<file path="config.mk">
export PLATFORM = sky130hd
export DESIGN_NAME = setup_ring_addr_gen
export DESIGN_NICKNAME = d
export VERILOG_FILES = /design/src/rtl/setup_ring_pkg.sv /design/src/rtl/sr_word_pack.sv /design/src/rtl/sr_pkt_track.sv /design/src/rtl/sr_ptr_ctrl.sv /design/src/rtl/setup_ring_addr_gen.sv
export SDC_FILE = /design/constraint.sdc
export NUM_CORES = 1
export LEC_CHECK = 0
export BUFFER_PORTS_ARGS = -buffer_cell sky130_fd_sc_hd__clkbuf_2
export CAP_MARGIN = 20
export CORE_MARGIN = 5
export CORE_UTILIZATION = 45
export CTS_CLUSTER_SIZE = 24
export DETAILED_ROUTE_END_ITERATION = 8
export PLACE_DENSITY = 0.68
export SLEW_MARGIN = 20
export SYNTH_ARGS = -nofsm -noshare
export SYNTH_HDL_FRONTEND = slang
export SYNTH_SLANG_ARGS = --single-unit
</file>
<file path="constraint.sdc">
create_clock -name clk -period 3.4 [get_ports clk]
set_input_delay 0.68 -clock clk [delete_from_list [all_inputs] [get_ports clk]]
set_output_delay 0.68 -clock clk [all_outputs]
set_load 0.1 [all_outputs]
</file>
<file path="src/rtl/setup_ring_pkg.sv">
package setup_ring_pkg;

   typedef enum logic {
      RX_IDLE = 1'b0,
      RX_OPEN = 1'b1
   } rx_state_e;

   function automatic logic lane_valid(input int unsigned nbytes, input int unsigned lane);
      return nbytes > lane;
   endfunction

endpackage

</file>
<file path="src/rtl/sr_word_pack.sv">
module sr_word_pack #(
   parameter int WORD_BYTES = 4,
   parameter int NB_W       = $clog2(WORD_BYTES + 1)
) (
   input  logic [8*WORD_BYTES-1:0] word_in,
   input  logic [NB_W-1:0]         nbytes,
   output logic [8*WORD_BYTES-1:0] word_out
);
   import setup_ring_pkg::*;

   for (genvar g = 0; g < WORD_BYTES; g++) begin : g_lane
      logic keep;
      always_comb keep = lane_valid(int'(nbytes), g);
      assign word_out[8*g +: 8] = keep ? word_in[8*g +: 8] : 8'h00;
   end

endmodule

</file>
<file path="src/rtl/sr_pkt_track.sv">
module sr_pkt_track #(
   parameter int SLOT_WORDS = 2,
   parameter int WCNT_W     = $clog2(SLOT_WORDS + 1)
) (
   input  logic clk,
   input  logic rst_n,
   input  logic base_we,
   input  logic start_i,
   input  logic word_valid,
   input  logic end_i,
   output logic busy,
   output logic accept,
   output logic trunc_hit,
   output logic end_take
);
   import setup_ring_pkg::*;

   rx_state_e         st_q;
   logic [WCNT_W-1:0] wcnt_q;
   logic              live;
   logic              room;

   assign busy   = (st_q == RX_OPEN);
   assign live   = busy & ~base_we & ~start_i;
   assign room   = (wcnt_q < WCNT_W'(SLOT_WORDS));

   assign accept    = live & word_valid & room;
   assign trunc_hit = live & word_valid & ~room;
   assign end_take  = live & end_i;

   always_ff @(posedge clk or negedge rst_n) begin
      if (!rst_n) begin
         st_q   <= RX_IDLE;
         wcnt_q <= '0;
      end else if (base_we) begin
         st_q   <= RX_IDLE;
         wcnt_q <= '0;
      end else if (start_i) begin
         st_q   <= RX_OPEN;
         wcnt_q <= '0;
      end else begin
         if (accept) wcnt_q <= wcnt_q + 1'b1;
         if (end_take) st_q <= RX_IDLE;
      end
   end

   // the per-payload word count never passes the slot size
   assert_word_cap_R8: assert property (@(posedge clk) disable iff (!rst_n)
      wcnt_q <= WCNT_W'(SLOT_WORDS));

   // a word offered to a full slot is not counted
   assert_trunc_hold_R8: assert property (@(posedge clk) disable iff (!rst_n)
      trunc_hit |=> wcnt_q == $past(wcnt_q));

endmodule

</file>
<file path="src/rtl/sr_ptr_ctrl.sv">
module sr_ptr_ctrl #(
   parameter int ADDR_W     = 32,
   parameter int SLOT_CNT   = 3,
   parameter int WORD_BYTES = 4,
   parameter int RING_BYTES = 24,
   parameter int CNT_W      = $clog2(SLOT_CNT + 1),
   parameter int IDX_W      = $clog2(SLOT_CNT)
) (
   input  logic              clk,
   input  logic              rst_n,
   input  logic              base_we,
   input  logic [ADDR_W-1:0] base_wdata,
   input  logic              start_i,
   input  logic              busy_i,
   input  logic              end_take,
   input  logic              accept,
   output logic [ADDR_W-1:0] ptr_o,
   output logic [IDX_W-1:0]  slot_o
);
   logic [ADDR_W-1:0] base_q;
   logic [ADDR_W-1:0] ptr_q;
   logic [ADDR_W-1:0] slot_ptr_q;
   logic [CNT_W-1:0]  cnt_q;
   logic [IDX_W-1:0]  slot_q;
   logic              start_take;
   logic              restart;
   logic              wrap;

   assign start_take = start_i & ~base_we;
   assign restart    = start_take & busy_i;
   assign wrap       = start_take & ~busy_i & (cnt_q == CNT_W'(SLOT_CNT));

   always_ff @(posedge clk or negedge rst_n) begin
      if (!rst_n) begin
         base_q     <= '0;
         ptr_q      <= '0;
         slot_ptr_q <= '0;
         cnt_q      <= '0;
         slot_q     <= '0;
      end else if (base_we) begin
         base_q     <= base_wdata;
         ptr_q      <= base_wdata;
         slot_ptr_q <= base_wdata;
         cnt_q      <= '0;
         slot_q     <= '0;
      end else if (restart) begin
         ptr_q      <= slot_ptr_q;
      end else if (wrap) begin
         ptr_q      <= base_q;
         slot_ptr_q <= base_q;
         cnt_q      <= '0;
         slot_q     <= '0;
      end else if (start_take) begin
         slot_ptr_q <= ptr_q;
         slot_q     <= cnt_q[IDX_W-1:0];
      end else begin
         if (accept) ptr_q <= ptr_q + ADDR_W'(WORD_BYTES);
         if (end_take && cnt_q != CNT_W'(SLOT_CNT)) cnt_q <= cnt_q + 1'b1;
      end
   end

   assign ptr_o  = ptr_q;
   assign slot_o = slot_q;

   // a base write reloads the live pointer and clears the count
   assert_base_reload_R2: assert property (@(posedge clk) disable iff (!rst_n)
      base_we |=> (ptr_q == $past(base_wdata)) && (cnt_q == '0));

   // one stored word moves the pointer by one word
   assert_ptr_step_R4: assert property (@(posedge clk) disable iff (!rst_n)
      accept |=> ptr_q == $past(ptr_q) + ADDR_W'(WORD_BYTES));

   // the wrap lands exactly on the programmed base
   assert_wrap_base_R5: assert property (@(posedge clk) disable iff (!rst_n)
      wrap |=> (ptr_q == base_q) && (slot_q == '0));

   // the pointer stays inside the ring
   assert_ptr_range_R6: assert property (@(posedge clk) disable iff (!rst_n)
      (ptr_q - base_q) <= ADDR_W'(RING_BYTES));

   // a restart rewinds to the start of the same slot
   assert_restart_rewind_R12: assert property (@(posedge clk) disable iff (!rst_n)
      restart |=> (ptr_q == slot_ptr_q) && $stable(slot_q));

endmodule

</file>
<file path="src/rtl/setup_ring_addr_gen.sv">
module setup_ring_addr_gen #(
   parameter int ADDR_W     = 32,
   parameter int SLOT_CNT   = 3,
   parameter int SLOT_BYTES = 8,
   parameter int WORD_BYTES = 4
) (
   input  logic                             clk,
   input  logic                             rst_n,
   input  logic                             base_wr_en,
   input  logic [ADDR_W-1:0]                base_wr_data,
   input  logic                             ovf_clr,
   input  logic                             rx_start,
   input  logic                             rx_word_valid,
   input  logic [8*WORD_BYTES-1:0]          rx_word_data,
   input  logic [$clog2(WORD_BYTES+1)-1:0]  rx_word_nbytes,
   input  logic                             rx_end,
   output logic                             mem_wr_en,
   output logic [ADDR_W-1:0]                mem_wr_addr,
   output logic [8*WORD_BYTES-1:0]          mem_wr_data,
   output logic [ADDR_W-1:0]                ptr_value,
   output logic                             ovf_flag,
   output logic                             pkt_done,
   output logic [$clog2(SLOT_CNT)-1:0]      pkt_slot
);
   localparam int DATA_W     = 8 * WORD_BYTES;
   localparam int NB_W       = $clog2(WORD_BYTES + 1);
   localparam int SLOT_WORDS = SLOT_BYTES / WORD_BYTES;
   localparam int WCNT_W     = $clog2(SLOT_WORDS + 1);
   localparam int RING_BYTES = SLOT_CNT * SLOT_BYTES;
   localparam int CNT_W      = $clog2(SLOT_CNT + 1);
   localparam int IDX_W      = $clog2(SLOT_CNT);

   if (SLOT_CNT < 2) begin : g_bad_slots
      $error("SLOT_CNT must be at least 2");
   end
   if (WORD_BYTES < 1 || (WORD_BYTES & (WORD_BYTES - 1)) != 0) begin : g_bad_word
      $error("WORD_BYTES must be a power of two");
   end
   if (SLOT_BYTES < WORD_BYTES || (SLOT_BYTES % WORD_BYTES) != 0) begin : g_bad_slot_bytes
      $error("SLOT_BYTES must be a whole number of words");
   end
   if (ADDR_W < $clog2(RING_BYTES + 1)) begin : g_bad_addr
      $error("ADDR_W too narrow for the ring");
   end

   logic              busy;
   logic              accept;
   logic              trunc_hit;
   logic              end_take;
   logic [ADDR_W-1:0] ptr_q;
   logic [IDX_W-1:0]  slot_q;
   logic [DATA_W-1:0] packed_word;

   logic              we_q;
   logic [ADDR_W-1:0] addr_q;
   logic [DATA_W-1:0] data_q;
   logic              end_q;
   logic              done_q;
   logic [IDX_W-1:0]  done_slot_q;
   logic              ovf_q;

   sr_pkt_track #(
      .SLOT_WORDS (SLOT_WORDS),
      .WCNT_W     (WCNT_W)
   ) u_track (
      .clk        (clk),
      .rst_n      (rst_n),
      .base_we    (base_wr_en),
      .start_i    (rx_start),
      .word_valid (rx_word_valid),
      .end_i      (rx_end),
      .busy       (busy),
      .accept     (accept),
      .trunc_hit  (trunc_hit),
      .end_take   (end_take)
   );

   sr_ptr_ctrl #(
      .ADDR_W     (ADDR_W),
      .SLOT_CNT   (SLOT_CNT),
      .WORD_BYTES (WORD_BYTES),
      .RING_BYTES (RING_BYTES),
      .CNT_W      (CNT_W),
      .IDX_W      (IDX_W)
   ) u_ptr (
      .clk        (clk),
      .rst_n      (rst_n),
      .base_we    (base_wr_en),
      .base_wdata (base_wr_data),
      .start_i    (rx_start),
      .busy_i     (busy),
      .end_take   (end_take),
      .accept     (accept),
      .ptr_o      (ptr_q),
      .slot_o     (slot_q)
   );

   sr_word_pack #(
      .WORD_BYTES (WORD_BYTES),
      .NB_W       (NB_W)
   ) u_pack (
      .word_in  (rx_word_data),
      .nbytes   (rx_word_nbytes),
      .word_out (packed_word)
   );

   always_ff @(posedge clk or negedge rst_n) begin
      if (!rst_n) begin
         we_q   <= 1'b0;
         addr_q <= '0;
         data_q <= '0;
      end else begin
         we_q <= accept;
         if (accept) begin
            addr_q <= ptr_q;
            data_q <= packed_word;
         end
      end
   end

   always_ff @(posedge clk or negedge rst_n) begin
      if (!rst_n) begin
         end_q       <= 1'b0;
         done_q      <= 1'b0;
         done_slot_q <= '0;
      end else begin
         end_q  <= end_take;
         done_q <= end_q;
         if (end_q) done_slot_q <= slot_q;
      end
   end

   always_ff @(posedge clk or negedge rst_n) begin
      if (!rst_n)         ovf_q <= 1'b0;
      else if (trunc_hit) ovf_q <= 1'b1;
      else if (ovf_clr)   ovf_q <= 1'b0;
   end

   assign mem_wr_en   = we_q;
   assign mem_wr_addr = addr_q;
   assign mem_wr_data = data_q;
   assign ptr_value   = ptr_q;
   assign ovf_flag    = ovf_q;
   assign pkt_done    = done_q;
   assign pkt_slot    = done_slot_q;

   // an accepted word is written at the pointer it saw, one cycle later
   assert_write_addr_R3: assert property (@(posedge clk) disable iff (!rst_n)
      accept |=> mem_wr_en && (mem_wr_addr == $past(ptr_q)));

   // truncation sets the flag even if a clear arrives with it
   assert_ovf_set_R9: assert property (@(posedge clk) disable iff (!rst_n)
      trunc_hit |=> ovf_flag);

   // a clear without truncation drops the flag
   assert_ovf_clear_R9: assert property (@(posedge clk) disable iff (!rst_n)
      (ovf_clr && !trunc_hit) |=> !ovf_flag);

   // the done pulse follows the taken end strobe by two cycles
   assert_done_timing_R10: assert property (@(posedge clk) disable iff (!rst_n)
      end_take |=> ##1 pkt_done);

   // the done pulse lasts a single cycle per end strobe
   assert_done_single_R10: assert property (@(posedge clk) disable iff (!rst_n)
      (pkt_done && !$past(end_take)) |=> !pkt_done);

   // words offered with no open payload produce no write
   assert_idle_ignore_R11: assert property (@(posedge clk) disable iff (!rst_n)
      (!busy && rx_word_valid) |=> !mem_wr_en);

endmodule

</file>
==> summary.txt <==
Worst Setup SP: u_track.busy
Slew @ Worst Pin: 0.847 ns
maximum clock frequency: 383 MHz
clock network power share: 25.9%
Nets: 1173
status: completed
total internal power: 3890 uW
initial antenna violation count: 0
worst reg2reg setup slack: 0.79 ns
DR vias: 7560
core area: 0.0186 mm^2
Layout area overhead: 19.5%
DRT Pass-1 Iters: 7
GR Layer Usage met3: 4.38%
CTS hold repair buffers: 0
element type at the critical path end: flop
Mapped Cells: 962
Period Utilization, post-route: 76.8%
clk slew on worst S/H paths: 0.06 ns
top-count cell post-synth: nand2_1
routing usage on met2: 34.4%
Tmin final: 2.61 ns
WS Path Type: flop to flop
share of cells above drive strength 1: 23.2%
grt met1 use: 31.4%
final hold vios: 0
Pleak: 0.00494 uW
GR Overflow Total: 0
CTS max path bufs: 2
Syn Area/Cell: 8.80 um^2
worst skew pair latency: 0.43 ns
largest stage delay on the critical path: 0.80 ns
CTS tree: done
I/O pins: 175
Setup TNS Final: 0 ns
number of I/O port buffers: 174
mapped cell area: 0.00846 mm^2
combinational share of power: 37.2%
die extent in x: 147 um
Post-CTS Resized: 0
Pwr Total: 7280 uW
full die area: 0.0217 mm^2
WP data required: 3.77 ns
initial drt markers: 654
sequential share of the synthesized area: 51.2%
setup repair after global routing missed its margin: false
CTS Sinks: 173
Critical Path End: mem_wr_data[31]
routed len/inst: 17.7 um
first-pass GRT wire length: 38500 um
setup violators final: 0
DRT Wirelength: 23800 um
All-Layer GR Usage: 22.0%
worst-path maximum fanout: 62
part of the power in registers: 37.0%
max-cap violation count: 0
initial core utilization: 45.4%
setup bufs post-CTS: 0
largest net degree at the start of global routing: 75
r2r worst-path depth: 6
top cells by count, synth: nand2_1 (255), dfrtp_1 (173), o21ai_0 (73), a21oi_1 (63), nand3_1 (60)
ANT nets after route: 0
GP Congestion: 0.808
Layout Skew: 0.00593 ns
Final Max Slew Viols: 0
busiest grt layer: met2
Die Ht: 147 um
Async S/R FF share, synth: 100%
Netlist cell types: 64
Synth Flop Type: dfrtp_1
Seq cells post-synth: 173
Worst slew margin: 43.0%
H-tree level count: 4
Startpoint Class: flop
Arr. time, crit path: 2.98 ns
reg-to-reg endpoint: mem_wr_data[31]
reg2reg start: u_track.busy
pwr dens: 720 mW/mm^2
worst vdd ir: 0.336 mV
post-synthesis net count: 1038
leading area contributor after synthesis: dfrtp_1
vias per cell: 5.63
Inserted Diodes: 0
worst hold path type: input pin to async pin
Switch Pwr: 3390 uW
root buffer selected by CTS: clkbuf_16
CP Cell Sequence: nand3b_1, or3_2, inv_2, buf_12, nand3_1, nand2_1
yosys warns: 0
slowest CP cell: or3_2
Net Sw Frac: 46.5%
top cell type's share of synthesized area: 51.2%
vias in the first global route: 7124
EDFF count, synth: 0
row cnt: 50
Num CTS Buffers: 17
hpwl dp: 16200 um
Synth area leaders: dfrtp_1 (51%), nand2_1 (11%), o21ai_0 (4.3%)
DRC violations left: 0
worst max-delay path: cells and delay by family, from the launching register on:
family | cells | cell delay, ns
buf+inv | 2 | 0.42
flops | 1 | 0.75
simple gates | 4 | 1.32
layout by cell type, fill, tap and decap left out, types with 4 or more instances in the layout:
cell,netlist,final
nand3_1,60,60
o221ai_1,8,8
a21o_1,10,10
o21ai_0,73,73
dfrtp_1,173,173
nand2_1,255,255
buf_4,1,14
nor2_1,30,30
clkbuf_2,3,172
o211ai_1,4,4
a21boi_0,7,7
nor4_1,4,4
and3_1,6,6
a21oi_1,63,61
nand4_1,8,8
a31oi_1,15,15
o21a_1,5,5
mux2i_1,7,7
inv_1,25,25
mux2_2,23,23
xnor2_1,4,4
clkbuf_16,0,17
a221oi_1,13,13
nand3b_1,8,8
nand2b_1,4,4
buf_12,0,5
a22oi_1,4,4
o22ai_1,6,6
nor2b_1,4,4
nor3_1,13,13
power groups by stage:
stage               registers (uW)  logic (uW)  clock network (uW)
finish                        2690        2710                1880
global route                  2740        2840                2010
CTS                           2690        2720                1920
detailed placement            2720        2720                   0
global placement              2720        2690                   0
floorplan                     4310         572                   0
state kept, by name, summed over array words and instances (netlist names):
signal	flops
mem_wr_addr	32
mem_wr_data	32
u_ptr.base_q	32
u_ptr.ptr_o	32
u_ptr.slot_ptr_q	32
pkt_slot	2
u_ptr.cnt_q	2
u_ptr.slot_o	2
u_track.wcnt_q	2
end_q	1
mem_wr_en	1
ovf_flag	1
pkt_done	1
u_track.busy	1
kinds of logic (layout without fill, tap and decap cells):
logic type               count (synthesis)  in the layout  synth area share [%]
multiplexers                            30             30                  3.89
AND/OR/NAND/NOR                        414            414                  21.9
buffers and inverters                  103            251                  4.94
XOR/XNOR                                 7              7                 0.724
AO/OA/AOI/OAI                          233            233                  17.1
flip-flops                             173            173                  51.2
adder cells (fa/ha/maj)                  2              2                 0.296
cell type report:
type	count	area (um^2)
repair buffers	192	1080
inverters	27	101
multi-input cells	686	3750
clock inverters	12	113
well taps	234	293
clock buffers	20	457
flip-flops and latches	173	4330
fillers	1715	8530
through the flow:
stage	worst slack (ns)	hold WS, ns	area, um^2	util, %	instances
global placement	0.563	0.417	9550	51.2	1312
CTS	0.803	0.218	10100	54.3	1344
floorplan	0.571	0.384	8460	-	962
finish	0.787	0.200	10100	54.3	1344
global route	0.592	0.236	10100	54.3	1344
detailed placement	0.583	0.418	9550	51.2	1312
routing by layer:
metal / vias up / share of wire [%]
li1: 3621 / -
met1: 3623 / 45
met2: 286 / 46
met3: 30 / 7.4
met4: 0 / 1.4
met5: - / 0
how the worst min path moves through the flow:
stage / slack [ns] / endpoint / depth (start not counted)
3_5_place_dp: 0.42 / pkt_done / 0
6_report: 0.20 / u_ptr.slot_ptr_q[28] / 1
5_1_grt: 0.24 / u_ptr.slot_ptr_q[28] / 1
2_1_floorplan: 0.38 / end_q / 0
3_3_place_gp: 0.42 / pkt_done / 0
4_1_cts: 0.22 / mem_wr_addr[1] / 1
(Power assumes the default switching activity.)
